===== src/rtl/duart_pkg.sv =====
package duart_pkg;
    localparam int DATA_W = 8;
    localparam int ADDR_W = 3;
    localparam int NUM_CH = 2;

    localparam logic [ADDR_W-1:0] A_DIV_LO = 3'd0;
    localparam logic [ADDR_W-1:0] A_DIV_HI = 3'd1;
    localparam logic [ADDR_W-1:0] A_AFSEL  = 3'd2;
    localparam logic [ADDR_W-1:0] A_LINE   = 3'd3;

    typedef enum logic [1:0] {
        AF_OP2   = 2'b00,
        AF_BAUD  = 2'b01,
        AF_RXRDY = 2'b10,
        AF_RSVD  = 2'b11
    } afsel_e;

    typedef struct packed {
        logic [DATA_W-1:0] line;
        logic [DATA_W-1:0] div_lo;
        logic [DATA_W-1:0] div_hi;
        afsel_e            afsel;
    } chan_regs_t;
endpackage


===== src/rtl/duart_bus_sync.sv =====
module duart_bus_sync
    import duart_pkg::*;
#(
    parameter int SYNC_STAGES = 2
) (
    input  logic              clk,
    input  logic              rst,
    input  logic              cs_n,
    input  logic              rd_n,
    input  logic              wr_n,
    input  logic [ADDR_W-1:0] addr,
    input  logic              chsel,
    input  logic [DATA_W-1:0] wdata,
    output logic              sel_act,
    output logic              rd_act,
    output logic              commit,
    output logic [ADDR_W-1:0] cap_addr,
    output logic              cap_ch,
    output logic [DATA_W-1:0] cap_data
);
    localparam int TOP = SYNC_STAGES - 1;

    typedef struct packed {
        logic [TOP:0]      cs_sh;
        logic [TOP:0]      rd_sh;
        logic [TOP:0]      wr_sh;
        logic              wr_prev;
        logic              armed;
        logic [ADDR_W-1:0] addr;
        logic              ch;
        logic [DATA_W-1:0] data;
    } sync_st_t;

    sync_st_t st_d, st_q;
    logic cs_low, wr_low, wr_rise;

    always_comb begin
        cs_low  = !st_q.cs_sh[TOP];
        wr_low  = !st_q.wr_sh[TOP];
        wr_rise = st_q.wr_sh[TOP] && !st_q.wr_prev;
        commit  = wr_rise && st_q.armed;

        st_d         = st_q;
        st_d.cs_sh   = {st_q.cs_sh[TOP-1:0], cs_n};
        st_d.rd_sh   = {st_q.rd_sh[TOP-1:0], rd_n};
        st_d.wr_sh   = {st_q.wr_sh[TOP-1:0], wr_n};
        st_d.wr_prev = st_q.wr_sh[TOP];
        if (wr_low && cs_low) begin
            st_d.armed = 1'b1;
            st_d.addr  = addr;
            st_d.ch    = chsel;
            st_d.data  = wdata;
        end else if (commit || !cs_low) begin
            st_d.armed = 1'b0;
        end
    end

    always_ff @(posedge clk or posedge rst) begin
        if (rst) begin
            st_q         <= '0;
            st_q.cs_sh   <= '1;
            st_q.rd_sh   <= '1;
            st_q.wr_sh   <= '1;
            st_q.wr_prev <= 1'b1;
        end else begin
            st_q <= st_d;
        end
    end

    assign sel_act  = cs_low;
    assign rd_act   = cs_low && !st_q.rd_sh[TOP];
    assign cap_addr = st_q.addr;
    assign cap_ch   = st_q.ch;
    assign cap_data = st_q.data;

    assert_single_commit_R8: assert property (@(posedge clk) disable iff (rst)
        commit |=> !commit);
    assert_commit_after_low_R8: assert property (@(posedge clk) disable iff (rst)
        commit |-> $past(!st_q.wr_sh[TOP]));
endmodule


===== src/rtl/duart_chan_regs.sv =====
module duart_chan_regs
    import duart_pkg::*;
(
    input  logic              clk,
    input  logic              rst,
    input  logic              we,
    input  logic [ADDR_W-1:0] waddr,
    input  logic [DATA_W-1:0] wdata,
    input  logic              op2_n,
    input  logic              baud_n,
    input  logic              rxrdy_n,
    output chan_regs_t        regs,
    output logic              mf_n
);
    chan_regs_t regs_d, regs_q;
    logic dlab;

    always_comb begin
        dlab   = regs_q.line[7];
        regs_d = regs_q;
        if (we) begin
            case (waddr)
                A_DIV_LO: if (dlab) regs_d.div_lo = wdata;
                A_DIV_HI: if (dlab) regs_d.div_hi = wdata;
                A_AFSEL:  if (dlab) regs_d.afsel  = afsel_e'(wdata[1:0]);
                A_LINE:   regs_d.line = wdata;
                default:  ;
            endcase
        end
    end

    always_ff @(posedge clk or posedge rst) begin
        if (rst) regs_q <= '0;
        else     regs_q <= regs_d;
    end

    always_comb begin
        case (regs_q.afsel)
            AF_OP2:   mf_n = op2_n;
            AF_BAUD:  mf_n = baud_n;
            AF_RXRDY: mf_n = rxrdy_n;
            default:  mf_n = 1'b1;
        endcase
    end

    assign regs = regs_q;

    assert_unselected_stable_R5: assert property (@(posedge clk) disable iff (rst)
        !we |=> $stable(regs_q));
    assert_reserved_idle_R9: assert property (@(posedge clk) disable iff (rst)
        (regs_q.afsel == AF_RSVD) |-> mf_n);
    assert_line_follows_write_R2: assert property (@(posedge clk) disable iff (rst)
        (we && waddr == A_LINE) |=> regs_q.line == $past(wdata));
endmodule


===== src/rtl/duart_host_regs.sv =====
module duart_host_regs
    import duart_pkg::*;
#(
    parameter int                SYNC_STAGES = 2,
    parameter logic [DATA_W-1:0] DEV_ID      = 8'h02,
    parameter logic [DATA_W-1:0] REV_CODE    = 8'h01
) (
    input  logic              clk,
    input  logic              rst,
    input  logic              cs_n,
    input  logic              rd_n,
    input  logic              wr_n,
    input  logic [ADDR_W-1:0] addr,
    input  logic              chsel,
    input  logic [DATA_W-1:0] wdata,
    output logic [DATA_W-1:0] rdata,
    output logic              rdata_oe,
    input  logic [NUM_CH-1:0] op2_n_i,
    input  logic [NUM_CH-1:0] baud_n_i,
    input  logic [NUM_CH-1:0] rxrdy_n_i,
    output logic [NUM_CH-1:0] mf_n
);
    logic              sel_act, rd_act, commit, cap_ch;
    logic [ADDR_W-1:0] cap_addr;
    logic [DATA_W-1:0] cap_data;
    chan_regs_t        bank [NUM_CH];
    chan_regs_t        cur;
    logic              div_zero;
    logic [DATA_W-1:0] rd_mux;

    duart_bus_sync #(.SYNC_STAGES(SYNC_STAGES)) u_sync (
        .clk(clk), .rst(rst), .cs_n(cs_n), .rd_n(rd_n), .wr_n(wr_n),
        .addr(addr), .chsel(chsel), .wdata(wdata),
        .sel_act(sel_act), .rd_act(rd_act), .commit(commit),
        .cap_addr(cap_addr), .cap_ch(cap_ch), .cap_data(cap_data)
    );

    for (genvar c = 0; c < NUM_CH; c++) begin : g_chan
        duart_chan_regs u_chan (
            .clk(clk), .rst(rst),
            .we(commit && (cap_ch == c[0])),
            .waddr(cap_addr), .wdata(cap_data),
            .op2_n(op2_n_i[c]), .baud_n(baud_n_i[c]), .rxrdy_n(rxrdy_n_i[c]),
            .regs(bank[c]), .mf_n(mf_n[c])
        );
    end

    always_comb begin
        cur      = bank[chsel];
        div_zero = (cur.div_lo == '0) && (cur.div_hi == '0);
        rd_mux   = '0;
        case (addr)
            A_DIV_LO: if (cur.line[7]) rd_mux = div_zero ? REV_CODE : cur.div_lo;
            A_DIV_HI: if (cur.line[7]) rd_mux = div_zero ? DEV_ID : cur.div_hi;
            A_AFSEL:  if (cur.line[7]) rd_mux = {{(DATA_W-2){1'b0}}, cur.afsel};
            A_LINE:   rd_mux = cur.line;
            default:  rd_mux = '0;
        endcase
        rdata_oe = rd_act;
        rdata    = rd_act ? rd_mux : '0;
    end

    assert_oe_needs_select_R7: assert property (@(posedge clk) disable iff (rst)
        rdata_oe |-> $past(!cs_n, SYNC_STAGES) && $past(!rd_n, SYNC_STAGES));
    assert_no_commit_unselected_R6: assert property (@(posedge clk) disable iff (rst)
        commit |-> $past(sel_act));
    assert_identity_on_zero_R4: assert property (@(posedge clk) disable iff (rst)
        (rdata_oe && cur.line[7] && div_zero && addr == A_DIV_HI) |-> rdata == DEV_ID);
endmodule


===== config.mk =====
export PLATFORM = sky130hd
export DESIGN_NAME = duart_host_regs
export DESIGN_NICKNAME = d
export VERILOG_FILES = /design/src/rtl/duart_pkg.sv /design/src/rtl/duart_bus_sync.sv /design/src/rtl/duart_chan_regs.sv /design/src/rtl/duart_host_regs.sv
export SDC_FILE = /design/constraint.sdc
export NUM_CORES = 1
export LEC_CHECK = 0
export BUFFER_PORTS_ARGS = -buffer_cell sky130_fd_sc_hd__buf_2
export CORE_MARGIN = 3
export CORE_UTILIZATION = 28
export DETAILED_ROUTE_END_ITERATION = 10
export GPL_ROUTABILITY_DRIVEN = 0
export SYNTH_ARGS = -nofsm -noshare
export SYNTH_HDL_FRONTEND = slang
export SYNTH_SLANG_ARGS = --single-unit

===== constraint.sdc =====
create_clock -name clk -period 4 [get_ports clk]
set_input_delay 0.6 -clock clk [delete_from_list [all_inputs] [get_ports clk]]
set_output_delay 0.6 -clock clk [all_outputs]
set_load 0.02 [all_outputs]

## Yosys cells after proc, flatten, opt, wreduce, memory -nomap -nowiden

Cells that the tools add are included.

- Output and inout bits: 11
- Bits in registers: 72

- Bitwise operators: 2
- Mux-type cells: 14
- Eq/ne operators: 10
- Reductions and logical operators: 27
- Magnitude comparators: 1

Operator list:

| cell | number |
|---|---|
| 2-to-1 mux 26 bit | 3 |
| 2-to-1 mux 8 bit | 5 |
| case mux 8 bit (4 select lines) | 1 |
| AND reduction 3 bit | 6 |
| logical NOT 8 bit | 2 |
| == test 3 x 2 -> 1 bit, second input constant | 4 |
| logical AND 1 bit | 7 |
| == test 3 x 1 -> 1 bit, second input constant | 2 |
| logical NOT 3 bit | 2 |
| case mux 1 bit (3 select lines) | 2 |
| == test 2 x 1 -> 1 bit, second input constant | 2 |
| == test 2 bit, second input constant | 2 |
| logical NOT 1 bit | 4 |
| logical NOT 2 bit | 2 |
| AND reduction 2 bit | 2 |
| >= comparator 2 bit, second input constant | 1 |
| 2-to-1 mux 1 bit | 2 |
| 2-to-1 mux 2 bit | 1 |
| inverter 1 -> 2 bit | 1 |
| nonzero test 2 bit | 1 |
| logical OR 1 bit | 1 |
| inverter 1 bit | 1 |

## Longest topological paths before layout

- Depth in word-level cells: 10
- Mapped depth: 7

## Hierarchy

A second synthesis with hierarchy kept.

- Cell total of the unflattened synthesis: 262
- Area total of the unflattened synthesis: 3578.4 sq um

By module, submodules not included:

| module | cells each | area each (sq um) | instances |
|---|---|---|---|
| duart_chan_regs | 64 | 1071.0 | 2 |
| duart_bus_sync | 52 | 809.5 | 1 |
| duart_host_regs | 82 | 626.9 | 1 |

## Least setup slack after synthesis

No wires, ideal clock.

- Kind: in2out
- From: in chsel
- To: out rdata[0]
- Setup slack: 1.445 ns
- Arrival: 1.955 ns
- Path buffers: 4
- Stages: 7
- Path through: buf_4 buf_4 buf_4 buf_2 o2bb2ai_1 nand4_1 a21oi_1

- Cells in the longest elaborated chain, start to end: 10

RTL lines:

| what | line | text |
|---|---|---|
| from (decl) | duart_host_regs.sv:14 | `input logic chsel,` |
| inverter 1 -> 2 bit (not written as such) (*) | duart_host_regs.sv:49 | `cur = bank[chsel];` |
| 2-to-1 mux 26 bit (not written as such) (*) (3 in series) | duart_host_regs.sv:49 |  |
| logical NOT 8 bit | duart_host_regs.sv:50 | `div_zero = (cur.div_lo == '0) && (cur.div_hi == '0);` |
| logical AND 1 bit | duart_host_regs.sv:50 |  |
| 2-to-1 mux 8 bit (on tied branches) (2 in series) | duart_host_regs.sv:54, duart_host_regs.sv:53 |  |
| case mux 8 bit (4 select lines) (*) | duart_host_regs.sv:52 | `case (addr)` |
| 2-to-1 mux 8 bit (*) | duart_host_regs.sv:60 | `rdata = rd_act ? rd_mux : '0;` |
| to (decl) | duart_host_regs.sv:16 | `output logic [DATA_W-1:0] rdata,` |

Every way passes the cells marked *; elsewhere a longest branch is shown, timed or not. The select of a mux whose other input is x is not followed.

## Worst setup path in the final report

Ends and elaborated chain as after synthesis.

==> metrics.md <==
| Metric | Value |
|---|---|
| Starting Density | `29.3%` |
| Delay-heaviest family, CP | `simple AND/OR/NAND/NOR gates` |
| Util after Layout | `34.5%` |
| Initial antenna violation count | `1` |
| Lkg Pwr | `1.93 nW` |
| Critical path endpoint | `rdata[0]` |
| Clock H-tree levels | `3` |
| Max stage delay on crit path | `0.63 ns` |
| CP arrival | `2.53 ns` |
| VDD IR-drop max | `0.000177 V` |
| IO Count | `34` |
| Setup_tns | `0 ns` |
| Sw Share | `23.1%` |
| Synthesized cell area | `0.00343 mm2` |
| Worst slew margin | `36.5%` |
| Min Tclk post-route | `3.13 ns` |
| Via count | `2161` |
| Cells resized by post-CTS repair | `0` |
| Gr usage total | `12.2%` |
| Logic pwr share | `8.0%` |
| Clock Tree Buf Depth | `2` |
| Largest net degree at the start of global routing | `29` |
| Site Rows | `39` |
| Synth Area in XOR/XNOR | `0%` |
| Vias per inst | `4.98` |
| Flop pwr share | `45.6%` |
| Synth area leader | `dfrtp_1` |
| DRC Markers | `0` |
| Main combinational cell family by area after synthesis | `multiplexers` |
| Synth Area in Simple Gates | `8.83%` |
| Post-synth net total | `273` |
| Top post-synthesis cells by area | `dfrtp_1 47%, mux2_2 17%, mux2_4 7.0%` |
| Critical path startpoint | `chsel` |
| CP Cell Sequence | `buf_2, or4b_2, o22ai_1, nand4_1, a21oi_1, buf_2` |
| Synth top cells by count | `65 x dfrtp_1, 51 x mux2_2, 21 x mux2i_1, 16 x mux2_4` |
| Main synth FF type | `dfrtp_1` |
| Clk Latency, worst-skew pair | `0.33 ns` |
| Chip width | `117 um` |
| Sequential fraction of the synthesis area | `52.8%` |
| Post-synthesis mux area share | `29.9%` |
| Final Max Tran Viols | `0` |
| Synth Area in Compound Gates | `5.84%` |
| Reg area | `0.00181 mm2` |
| Period utilization | `78.2%` |
| Fin area | `0.00405 mm2` |
| Average size of a mapped cell | `13.7 um2` |
| Hold Fails Final Rpt | `0` |
| Yosys reg bits | `72` |
| GR Overflow Total | `0` |
| DRT Wirelength | `7640 um` |
| I/O Buffers | `33` |
| Die ar. | `0.0136 mm2` |
| CTS Hold Bufs | `0` |
| Syn. warnings | `0` |
| Reg clk slew, reported paths | `0.06 ns` |
| Nets@finish | `309` |
| CTS tree | `built` |
| Achievable Freq | `320 MHz` |
| RSZ-0062 raised after global routing | `false` |
| Worst r2r src | `u_sync.st_d[13]` |
| Critical path endpoint category | `output pin` |
| Internal Dissipation | `1.41 mW` |
| PwrDens | `454 mW/mm2` |
| DRT iter0 DRCs | `80` |
| Synth Area in Adders | `0%` |
| Setup crit start kind | `input port` |
| Status | `complete, no violations` |
| WP depth | `6` |
| Core area | `0.0117 mm2` |
| Clk sinks | `72` |
| Vias in the first global route | `2267` |
| Yosys cell types | `37` |
| # Post-CTS Setup Buffers | `0` |
| WS Path Type | `in2out` |
| Worst hold path type | `in2async` |
| Wire length per cell | `17.6 um` |
| Psw | `0.424 mW` |
| Final setup fails | `0` |
| Fillers | `1168` |
| Max Cap Viol | `0` |
| Top-area cell type share of the netlist area | `47.4%` |
| CTS Buf Count | `9` |
| Clk pwr share | `46.4%` |
| Area occupied by multi-input gates | `0.00153 mm2` |
| Gate Count Post-Synth | `250` |
| Area Overhead vs Synth | `17.9%` |
| Path depth of the worst reg2reg path | `4` |
| Final Skew | `0.00581 ns` |
| Die height | `117 um` |
| Fraction of layout cells with a size suffix above 1 | `46.7%` |
| Number of flops mapped to enable cells by yosys | `0` |
| Crit-path max FO | `25` |
| Antenna Cells | `0` |
| Reg2reg end | `g_chan[0].u_chan.regs[15]` |
| Post-DP HPWL | `5550 um` |
| Detail Route Antenna Nets | `0` |
| CP Buf/Inv Count | `2` |
| Post-DP Area | `0.00372 mm2` |
| FFs w/ async S/R, synth | `100%` |
| Count leader, synth | `dfrtp_1` |
| Hold WS | `0.267 ns` |
| Worst path required time | `3.40 ns` |
| Crit path top cell by count | `buf_2` |
| Drt pass-1 iters | `4` |
| CTS root buffer | `clkbuf_16` |
| Worst reg2reg setup slack | `1.80 ns` |
| Global-route wire length before repair | `12300 um` |
| Worst slew pin tran | `0.948 ns` |
| CP max-delay cell | `or4b_2` |
kinds of logic after synthesis:
kind of cell	Yosys count
muxes	88
DFF	72
and+or+nand+nor	45
AOI/OAI and AO/OA	30
buffers and inverters	15
power groups by stage:
stage                     clock, mW  combinational [mW]  sequential [mW]
after CTS                     0.873               0.150            0.836
after global routing          0.906               0.163            0.844
after global placement            0               0.144            0.847
after floorplan                   0               0.119            0.827
final                         0.851               0.147            0.837
after detailed placement          0               0.150            0.848
flip-flops by register name, summed over array words and instances, names as in the netlist:
register            flops
u_sync.st_q             4
g_chan.u_chan.regs     52
u_sync.cap_data         8
u_sync.cap_ch           1
u_sync.cap_addr         3
u_sync.st_d             4
worst min path at each step:
stage	start	to	slack, ns	cells past startpoint
floorplan	u_sync.st_d[15]	u_sync.st_d[13]	0.35	0
global placement	u_sync.st_d[15]	u_sync.st_d[13]	0.35	0
detailed placement	u_sync.st_d[17]	u_sync.st_q[17]	0.35	0
CTS	rst	u_sync.cap_ch	0.27	2
global route	rst	u_sync.cap_ch	0.29	2
finish	rst	u_sync.cap_ch	0.27	2
per-layer routing:
metal,vias to the layer above,track usage [%],part of all wire (%)
li1,1014,-,-
met5,-,0,0.17
met4,2,5.12,1.6
met2,32,18.7,47
met1,1101,15.6,47
met3,12,4.30,4.2
per-stage QoR:
stage / setup WS [ns] / total power, mW / cells
2_1_floorplan: 1.45 / 0.946 / 250
3_3_place_gp: 0.930 / 0.991 / 418
3_5_place_dp: 0.880 / 0.998 / 418
4_1_cts: 0.872 / 1.86 / 434
5_1_grt: 0.756 / 1.91 / 434
6_report: 0.872 / 1.84 / 434
cell type report:
type,count,area share (%)
Inverter,3,0.278
Multi-Input combinational cell,163,37.8
Tap cell,143,4.42
Sequential cell,72,44.8
Clock buffer,10,5.66
Timing Repair Buffer,37,4.83
Clock inverter,6,2.29
worst reg2reg max path, cell delays in order (launching register included):
cell and delay [ns]:
dfstp_2 0.55, and4bb_2 0.29, nand2b_4 0.10, nor3_2 0.72
mux2_2 0.42
placed cells by master (no fill, tap or decap), types with 4 or more instances in the layout:
| master | synthesis | routed |
|---|---|---|
| a21oi_1 | 8 | 8 |
| buf_2 | 2 | 33 |
| buf_4 | 5 | 4 |
| clkbuf_16 | 0 | 9 |
| dfrtp_1 | 65 | 65 |
| dfstp_2 | 7 | 7 |
| mux2_2 | 51 | 51 |
| mux2_4 | 16 | 16 |
| mux2i_1 | 21 | 21 |
| nand2_1 | 4 | 4 |
| nor2_1 | 6 | 6 |
| nor3_1 | 6 | 6 |
| o22ai_1 | 8 | 8 |
| or3_1 | 6 | 6 |
(Power assumes the default switching activity.)
